<file path="config.mk">
export PLATFORM = sky130hd
export DESIGN_NAME = flseq_top
export DESIGN_NICKNAME = d
export VERILOG_FILES = /design/src/rtl/flseq_pkg.sv /design/src/rtl/flseq_buscyc.sv /design/src/rtl/flseq_wdog.sv /design/src/rtl/flseq_top.sv
export SDC_FILE = /design/constraint.sdc
export NUM_CORES = 1
export LEC_CHECK = 0
export ABC_AREA = 1
export CORE_MARGIN = 2
export CORE_UTILIZATION = 43
export DETAILED_ROUTE_END_ITERATION = 8
export HOLD_SLACK_MARGIN = 0.05
export PLACE_DENSITY = 0.78
export SYNTH_ARGS = -nofsm -noshare
export SYNTH_HDL_FRONTEND = slang
export SYNTH_SLANG_ARGS = --single-unit
export TNS_END_PERCENT = 5
</file>
<file path="constraint.sdc">
create_clock -name clk -period 2.3 [get_ports clk]
set_input_delay 0.46 -clock clk [delete_from_list [all_inputs] [get_ports clk]]
set_output_delay 0.46 -clock clk [all_outputs]
set_load 0.05 [all_outputs]
</file>
<file path="src/rtl/flseq_pkg.sv">
package flseq_pkg;

  typedef enum logic [1:0] {OP_PROG = 2'd0, OP_SECT = 2'd1, OP_CHIP = 2'd2, OP_ID = 2'd3} op_e;

  localparam logic [14:0] UNLOCK_A = 15'h5555;
  localparam logic [14:0] UNLOCK_B = 15'h2AAA;
  localparam logic [7:0]  CMD_RESET = 8'hF0;

  function automatic int unsigned umax(input int unsigned a, input int unsigned b);
    return (a > b) ? a : b;
  endfunction

  // number of command writes for an operation
  function automatic logic [2:0] cmd_len(input op_e op);
    case (op)
      OP_PROG: return 3'd4;
      OP_ID:   return 3'd3;
      default: return 3'd6;
    endcase
  endfunction

  // unlock address alternates: slots 1 and 4 use the second unlock address
  function automatic logic [14:0] cmd_addr(input logic [2:0] idx);
    return (idx == 3'd1 || idx == 3'd4) ? UNLOCK_B : UNLOCK_A;
  endfunction

  function automatic logic [7:0] cmd_byte(input op_e op, input logic [2:0] idx);
    case (idx)
      3'd0, 3'd3: return 8'hAA;
      3'd1, 3'd4: return 8'h55;
      3'd2: begin
        case (op)
          OP_PROG: return 8'hA0;
          OP_ID:   return 8'h90;
          default: return 8'h80;
        endcase
      end
      default: return (op == OP_CHIP) ? 8'h10 : 8'h30;
    endcase
  endfunction

  // true when the slot goes to the caller's address instead of an unlock address
  function automatic logic cmd_on_target(input op_e op, input logic [2:0] idx);
    return (op == OP_PROG && idx == 3'd3) || (op == OP_SECT && idx == 3'd5);
  endfunction

  function automatic logic bit6_settled(input logic [15:0] prev, input logic [15:0] cur);
    return prev[6] == cur[6];
  endfunction

endpackage

</file>
<file path="src/rtl/flseq_buscyc.sv">
module flseq_buscyc #(
  parameter int AW    = 19,
  parameter int DW    = 16,
  parameter int T_AS  = 1,
  parameter int T_WP  = 5,
  parameter int T_WPH = 5,
  parameter int T_OEH = 8,
  parameter int T_OE  = 7
) (
  input  logic          clk,
  input  logic          rst_n,
  input  logic          go,
  input  logic          go_rd,
  input  logic [AW-1:0] go_addr,
  input  logic [DW-1:0] go_data,
  output logic          fin,
  output logic [DW-1:0] rd_word,
  output logic [AW-1:0] fl_addr,
  output logic [DW-1:0] fl_dout,
  input  logic [DW-1:0] fl_din,
  output logic          fl_ce_n,
  output logic          fl_oe_n,
  output logic          fl_we_n
);
  import flseq_pkg::*;

  localparam int unsigned TMAX = umax(umax(umax(T_AS, T_WP), umax(T_WPH, T_OEH)), T_OE);
  localparam int CW = $clog2(TMAX + 1);

  typedef enum logic [2:0] {PH_IDLE, PH_SET, PH_LOW, PH_HIGH, PH_GAP, PH_OE} ph_e;

  ph_e           ph;
  logic [CW-1:0] cnt;
  logic          cnt_zero;

  assign cnt_zero = (cnt == '0);

  always_ff @(posedge clk or negedge rst_n) begin
    if (!rst_n) begin
      ph      <= PH_IDLE;
      cnt     <= '0;
      fin     <= 1'b0;
      rd_word <= '0;
      fl_addr <= '0;
      fl_dout <= '0;
      fl_ce_n <= 1'b1;
      fl_oe_n <= 1'b1;
      fl_we_n <= 1'b1;
    end else begin
      fin <= 1'b0;
      case (ph)
        PH_IDLE: if (go) begin
          fl_addr <= go_addr;
          fl_dout <= go_data;
          fl_ce_n <= 1'b0;
          if (go_rd) begin
            ph  <= PH_GAP;
            cnt <= CW'(T_OEH - 1);
          end else begin
            ph  <= PH_SET;
            cnt <= CW'(T_AS - 1);
          end
        end
        PH_SET: if (cnt_zero) begin
          fl_we_n <= 1'b0;
          ph      <= PH_LOW;
          cnt     <= CW'(T_WP - 1);
        end else cnt <= cnt - 1'b1;
        PH_LOW: if (cnt_zero) begin
          fl_we_n <= 1'b1;
          ph      <= PH_HIGH;
          cnt     <= CW'(T_WPH - 1);
        end else cnt <= cnt - 1'b1;
        PH_HIGH: if (cnt_zero) begin
          fl_ce_n <= 1'b1;
          fin     <= 1'b1;
          ph      <= PH_IDLE;
        end else cnt <= cnt - 1'b1;
        PH_GAP: if (cnt_zero) begin
          fl_oe_n <= 1'b0;
          ph      <= PH_OE;
          cnt     <= CW'(T_OE - 1);
        end else cnt <= cnt - 1'b1;
        PH_OE: if (cnt_zero) begin
          rd_word <= fl_din;
          fl_oe_n <= 1'b1;
          fl_ce_n <= 1'b1;
          fin     <= 1'b1;
          ph      <= PH_IDLE;
        end else cnt <= cnt - 1'b1;
        default: ph <= PH_IDLE;
      endcase
    end
  end

endmodule

</file>
<file path="src/rtl/flseq_wdog.sv">
module flseq_wdog #(
  parameter int TW = 29
) (
  input  logic          clk,
  input  logic          rst_n,
  input  logic          clr,
  input  logic          run,
  input  logic [TW-1:0] limit,
  output logic          expired
);
  logic [TW-1:0] cnt;

  assign expired = (cnt >= limit);

  always_ff @(posedge clk or negedge rst_n) begin
    if (!rst_n)                cnt <= '0;
    else if (clr)              cnt <= '0;
    else if (run && !expired)  cnt <= cnt + 1'b1;
  end

endmodule

</file>
<file path="src/rtl/flseq_top.sv">
module flseq_top #(
  parameter int          AW       = 19,
  parameter int          DW       = 16,
  parameter int          T_AS     = 1,
  parameter int          T_WP     = 5,
  parameter int          T_WPH    = 5,
  parameter int          T_OEH    = 8,
  parameter int          T_OE     = 7,
  parameter int unsigned PROG_TO  = 2500,
  parameter int unsigned ERASE_TO = 500000000
) (
  input  logic          clk,
  input  logic          rst_n,
  input  logic          req_valid,
  output logic          req_ready,
  input  logic [1:0]    req_op,
  input  logic [AW-1:0] req_addr,
  input  logic [DW-1:0] req_data,
  output logic          done_valid,
  output logic          done_err,
  output logic [7:0]    id_mfr,
  output logic [7:0]    id_dev,
  output logic          id_lock,
  output logic [AW-1:0] fl_addr,
  output logic [DW-1:0] fl_dout,
  input  logic [DW-1:0] fl_din,
  output logic          fl_ce_n,
  output logic          fl_oe_n,
  output logic          fl_we_n
);
  import flseq_pkg::*;

  localparam int unsigned TO_MAX = umax(PROG_TO, ERASE_TO);
  localparam int TW = $clog2(TO_MAX + 1);

  typedef enum logic [3:0] {
    S_IDLE, S_CMD, S_CMDW, S_POLL, S_POLLW, S_IDRD, S_IDRDW, S_EXIT, S_EXITW, S_DONE
  } st_e;

  st_e           st;
  op_e           op_q;
  logic [AW-1:0] addr_q;
  logic [DW-1:0] data_q;
  logic [2:0]    idx_q;
  logic [DW-1:0] prev_q;
  logic          have_prev_q;
  logic          err_q;

  logic          bus_go, bus_rd, bus_fin;
  logic [AW-1:0] bus_addr;
  logic [DW-1:0] bus_wdata, bus_rword;

  // named events for the checker and for reading the FSM
  logic          accept;
  logic          last_cmd;
  logic          poll_settled;
  logic          wd_clr, wd_run, wd_expired;
  logic [TW-1:0] wd_limit;

  assign accept       = req_valid && req_ready;
  assign last_cmd     = (idx_q == cmd_len(op_q) - 3'd1);
  assign poll_settled = have_prev_q && bit6_settled(16'(prev_q), 16'(bus_rword));
  assign wd_clr       = (st == S_CMDW) && bus_fin && last_cmd && (op_q != OP_ID);
  assign wd_run       = (st == S_POLL) || (st == S_POLLW);
  assign wd_limit     = (op_q == OP_PROG) ? TW'(PROG_TO) : TW'(ERASE_TO);

  assign req_ready  = (st == S_IDLE);
  assign done_valid = (st == S_DONE);
  assign done_err   = err_q;

  always_comb begin
    bus_go    = 1'b0;
    bus_rd    = 1'b0;
    bus_addr  = addr_q;
    bus_wdata = data_q;
    case (st)
      S_CMD: begin
        bus_go = 1'b1;
        if (!cmd_on_target(op_q, idx_q)) begin
          bus_addr = AW'(cmd_addr(idx_q));
          bus_wdata = DW'(cmd_byte(op_q, idx_q));
        end else if (op_q == OP_SECT) begin
          bus_wdata = DW'(cmd_byte(op_q, idx_q));
        end
      end
      S_POLL: begin
        bus_go = 1'b1;
        bus_rd = 1'b1;
      end
      S_IDRD: begin
        bus_go   = 1'b1;
        bus_rd   = 1'b1;
        bus_addr = AW'(idx_q);
      end
      S_EXIT: begin
        bus_go    = 1'b1;
        bus_addr  = AW'(UNLOCK_A);
        bus_wdata = DW'(CMD_RESET);
      end
      default: ;
    endcase
  end

  always_ff @(posedge clk or negedge rst_n) begin
    if (!rst_n) begin
      st          <= S_IDLE;
      op_q        <= OP_PROG;
      addr_q      <= '0;
      data_q      <= '0;
      idx_q       <= '0;
      prev_q      <= '0;
      have_prev_q <= 1'b0;
      err_q       <= 1'b0;
      id_mfr      <= '0;
      id_dev      <= '0;
      id_lock     <= 1'b0;
    end else begin
      case (st)
        S_IDLE: if (accept) begin
          op_q   <= op_e'(req_op);
          addr_q <= req_addr;
          data_q <= req_data;
          idx_q  <= '0;
          err_q  <= 1'b0;
          st     <= S_CMD;
        end
        S_CMD: st <= S_CMDW;
        S_CMDW: if (bus_fin) begin
          if (!last_cmd) begin
            idx_q <= idx_q + 3'd1;
            st    <= S_CMD;
          end else if (op_q == OP_ID) begin
            idx_q <= '0;
            st    <= S_IDRD;
          end else begin
            have_prev_q <= 1'b0;
            st          <= S_POLL;
          end
        end
        S_POLL: st <= S_POLLW;
        S_POLLW: if (bus_fin) begin
          if (poll_settled) begin
            st <= S_DONE;
          end else if (wd_expired) begin
            err_q <= 1'b1;
            st    <= S_EXIT;
          end else begin
            have_prev_q <= 1'b1;
            prev_q      <= bus_rword;
            st          <= S_POLL;
          end
        end
        S_IDRD: st <= S_IDRDW;
        S_IDRDW: if (bus_fin) begin
          case (idx_q)
            3'd0:    id_mfr  <= bus_rword[7:0];
            3'd1:    id_dev  <= bus_rword[7:0];
            default: id_lock <= bus_rword[0];
          endcase
          if (idx_q == 3'd2) st <= S_EXIT;
          else begin
            idx_q <= idx_q + 3'd1;
            st    <= S_IDRD;
          end
        end
        S_EXIT:  st <= S_EXITW;
        S_EXITW: if (bus_fin) st <= S_DONE;
        S_DONE:  st <= S_IDLE;
        default: st <= S_IDLE;
      endcase
    end
  end

  flseq_buscyc #(
    .AW(AW), .DW(DW), .T_AS(T_AS), .T_WP(T_WP), .T_WPH(T_WPH), .T_OEH(T_OEH), .T_OE(T_OE)
  ) u_bus (
    .clk(clk), .rst_n(rst_n),
    .go(bus_go), .go_rd(bus_rd), .go_addr(bus_addr), .go_data(bus_wdata),
    .fin(bus_fin), .rd_word(bus_rword),
    .fl_addr(fl_addr), .fl_dout(fl_dout), .fl_din(fl_din),
    .fl_ce_n(fl_ce_n), .fl_oe_n(fl_oe_n), .fl_we_n(fl_we_n)
  );

  flseq_wdog #(.TW(TW)) u_wdog (
    .clk(clk), .rst_n(rst_n), .clr(wd_clr), .run(wd_run),
    .limit(wd_limit), .expired(wd_expired)
  );

endmodule

</file>
==> metrics.md <==
| Metric | Value |
|---|---|
| Status | finished clean |
| R2r startpoint | op_q[0]$_DFFE_PN0P_ |
| Setup violations, final | 0 |
| Final Core Density | 56.78% |
| Largest net degree at the start of global routing | 50 |
| Clock sinks | 147 |
| Crit path launch | op_q[0]$_DFFE_PN0P_ |
| Distinct cells, synth | 48 |
| Initial antenna violation count | 0 |
| Synth Register Bits | 147 |
| Cell leakage power | 4.930 nW |
| Gate Count Post-Synth | 983 |
| Vias per cell | 5.294 |
| Dpl cells | 1,313 |
| Final worst path period share | 98.05% |
| Final Non-Filler Cells | 1,352 |
| PortBufs | 105 |
| Layout fillers | 1,592 |
| Avg Cell Area, Syn | 8.090 um2 |
| Ant diodes | 0 |
| Total number of vias | 7,158 |
| First-pass GRT wire length | 33.93 mm |
| Die ar. | 19,600 um2 |
| RD Place Congestion | 0.8976 |
| Mapped Nets | 1,055 |
| GRT Overall Usage | 21.14% |
| Detail Placement HPWL | 13.97 mm |
| Slew @ Worst Pin | 0.5645 ns |
| Number of enable flip-flop cells after synthesis | 0 |
| Fin nets | 1,182 |
| Htree depth | 4 |
| DR pass1 iterations | 5 |
| Layout Skew | 0.009353 ns |
| Max-cap viol count | 0 |
| DRC violations left | 0 |
| RSZ-0062 raised after global routing | yes |
| CTS Buffer Depth | 2 |
| CP Launch Type | register |
| Clock slew seen by the registers of the worst setup and hold paths | 0.06 ns |
| Die Wd | 140.0 um |
| Area of the mapped netlist | 7953 um2 |
| Async S/R FF share, synth | 100.0% |
| Synth warn | 0 |
| Post-route ant nets | 0 |
| Clock Tree Root | clkbuf_16 |
| IO Count | 114 |
| Initial DRC Count | 561 |
| Crit Path Category | register to register |
| Relative slew slack | 62.13% |
| Routed WL per cell | 15.14 um |
| Final Routed Wirelength | 20.47 mm |
| Vias in the first global route | 6,862 |
| Die span in y | 140.0 um |
| Top FF cell, synth | dfrtp_1 |
| Worst slack, placed | -0.01105 ns |
| Area grow syn2layout | 28.70% |
| Sequential share of the synthesized area | 46.30% |
| Std-Cell Rows | 49 |
| Core footprint | 18,020 um2 |
| Pwr dens | 1226 nW/um2 |
| Num CTS Buffers | 17 |
| CP endpoint kind | register |
| CP Data Required Time | 2.61 ns |
| Design Area, Final | 10,230 um2 |
| Fmax | 443.4 MHz |
| Clock latency on the worst-skew pair | 0.43 ns |
| CTS tree | done |
| Share of cells above drive strength 1 | 13.36% |
| Min Clock Period, post-route | 2.255 ns |
| Post-DP Area | 9415 um2 |
| Hold Crit Start | u_bus.fl_oe_n$_DFFE_PN1P_ |
| WP data arrival | 2.57 ns |
| Crit Path Max Fanout | 15 |
| Smallest setup slack after layout | 0.04488 ns |
| Maximum vdd drop | 0.8412 mV |
| Fin. Hold Viols | 0 |
| Hold Path Class | register to register |
| Remaining Overflow, GRT | 0 |
| Slew Viols, Final | 0 |
| Initial Util | 44.12% |
## power by group
part / switching (mW) / internal, mW / total, mW
Clock: 1.19 / 1.74 / 2.93
Combinational: 3.62 / 2.04 / 5.67
Sequential: 0.475 / 3.47 / 3.95
Total: 5.29 / 7.26 / 12.5
## final cells by class
cell class	count	area, um2	area share, %
Inverter	130	495.5	4.841
Tap cell	229	286.5	2.800
Clock buffer	18	429.2	4.193
Sequential cell	147	3682	35.98
Timing Repair Buffer	142	1476	14.43
Clock inverter	14	193.9	1.895
Multi-Input combinational cell	672	3671	35.87
## synthesized netlist by cell type (all sizes together), types with 3 or more instances
master / count / share of area, %
a211oi: 5 / 0.47
a21oi: 51 / 3.2
a31oi: 5 / 0.39
a32o: 3 / 0.38
buf: 18 / 1.6
clkbuf: 16 / 0.76
dfrtp: 144 / 45
dfstp: 3 / 0.99
ha: 16 / 2.5
inv: 128 / 6.0
mux2: 22 / 3.1
nand2: 220 / 11
nand3: 61 / 4.5
nand4: 40 / 3.1
nor2: 119 / 5.9
nor3: 25 / 1.9
o21ai: 57 / 3.8
xnor2: 5 / 0.55
xor2: 24 / 2.6
## final timing paths
path | slack [ns] | cells after the start | to
hold / removal | 0.47 | 2 | u_bus.fl_oe_n$_DFFE_PN1P_
min in group asynchronous | 0.55 | 2 | u_bus.fl_dout[8]$_DFFE_PN0P_
hold reg to reg | 0.47 | 2 | u_bus.fl_oe_n$_DFFE_PN1P_
setup / recovery | 0.04 | 17 | u_wdog.cnt[25]$_DFFE_PN0P_
setup reg to reg | 0.04 | 17 | u_wdog.cnt[25]$_DFFE_PN0P_
max in group asynchronous | 1.11 | 3 | u_bus.fl_oe_n$_DFFE_PN1P_
## worst max-delay path, cell delays in order (launching register included)
cell and delay (ns):
dfrtp_1 0.40, inv_2 0.09, ha_4 0.17, inv_6 0.06
ha_4 0.21, nand2_1 0.06, inv_1 0.05, o21bai_1 0.17
nand3_2 0.10, nand2_1 0.08, nand2_2 0.06, nand2_2 0.08
nand2_2 0.07, inv_4 0.12, nand2_4 0.10, buf_12 0.17
nand3_1 0.08, nand2_1 0.05
## cells by family (layout without fill, tap and decap cells)
family | count (synthesis) | count (layout) | synth area share (%)
AND/OR/NAND/NOR | 470 | 470 | 26.60
buffers and inverters | 164 | 304 | 8.512
flip-flops | 147 | 147 | 46.30
AO/OA/AOI/OAI | 134 | 134 | 9.629
XOR/XNOR | 29 | 29 | 3.194
multiplexers | 23 | 23 | 3.241
adder cells (fa/ha/maj) | 16 | 16 | 2.517
## what timing repair did
item,in CTS,in global routing
hold buffers,1,0
resized for setup,6,16
pin swaps,1,7
endpoints found under the setup margin,31,37
endpoints found under the hold margin,44,0
buffers inserted,0,3
cloned,1,2
## registers in the layout, indices dropped and copies added, names as in the netlist, 2 cells and up
register and cells:
u_bus.cnt 4, id_dev 8, st 4, u_bus.ph 3, addr_q 19, id_mfr 8, u_wdog.cnt 29, u_bus.fl_addr 19
op_q 2, u_bus.rd_word 8, idx_q 3, u_bus.fl_dout 16, data_q 16
## layer usage
metal	vias up	wire, um	GRT usage (%)
li1	3471	-	-
met1	3397	9101	28.98
met5	-	0	0
met4	0	460	7.684
met3	42	1290	4.171
met2	248	9618	33.50
## cell usage in the layout (no fill, tap or decap), types with 6 or more instances in the layout
cell type        Yosys  layout
clkbuf_16            0      18
nand2_2              8      11
ha_1                16      12
nand3_2             11      12
inv_2                6       6
nor2_1             113     112
nand4_1             40      40
buf_4                2      26
inv_6                0       6
o21ai_0             53      52
buf_12               1       8
inv_1              122     120
clkdlybuf4s50_1      0     102
mux2_2              22      22
a21oi_1             51      51
xor2_1              24      24
dfrtp_1            144     144
nand2_1            211     207
nor3_1              21      19
nand3_1             50      49
## per-stage QoR
stage / hold WS [ns] / setup TNS, ns / power (mW)
after global routing: 0.4801 / -2.565 / 13.30
after global placement: 0.4344 / 0 / 9.341
after floorplan: 0.1644 / 0 / 7.724
after detailed placement: 0.4382 / -0.01105 / 9.481
after CTS: 0.4680 / 0 / 12.49
final: 0.4666 / 0 / 12.55
(Power assumes the default switching activity.)
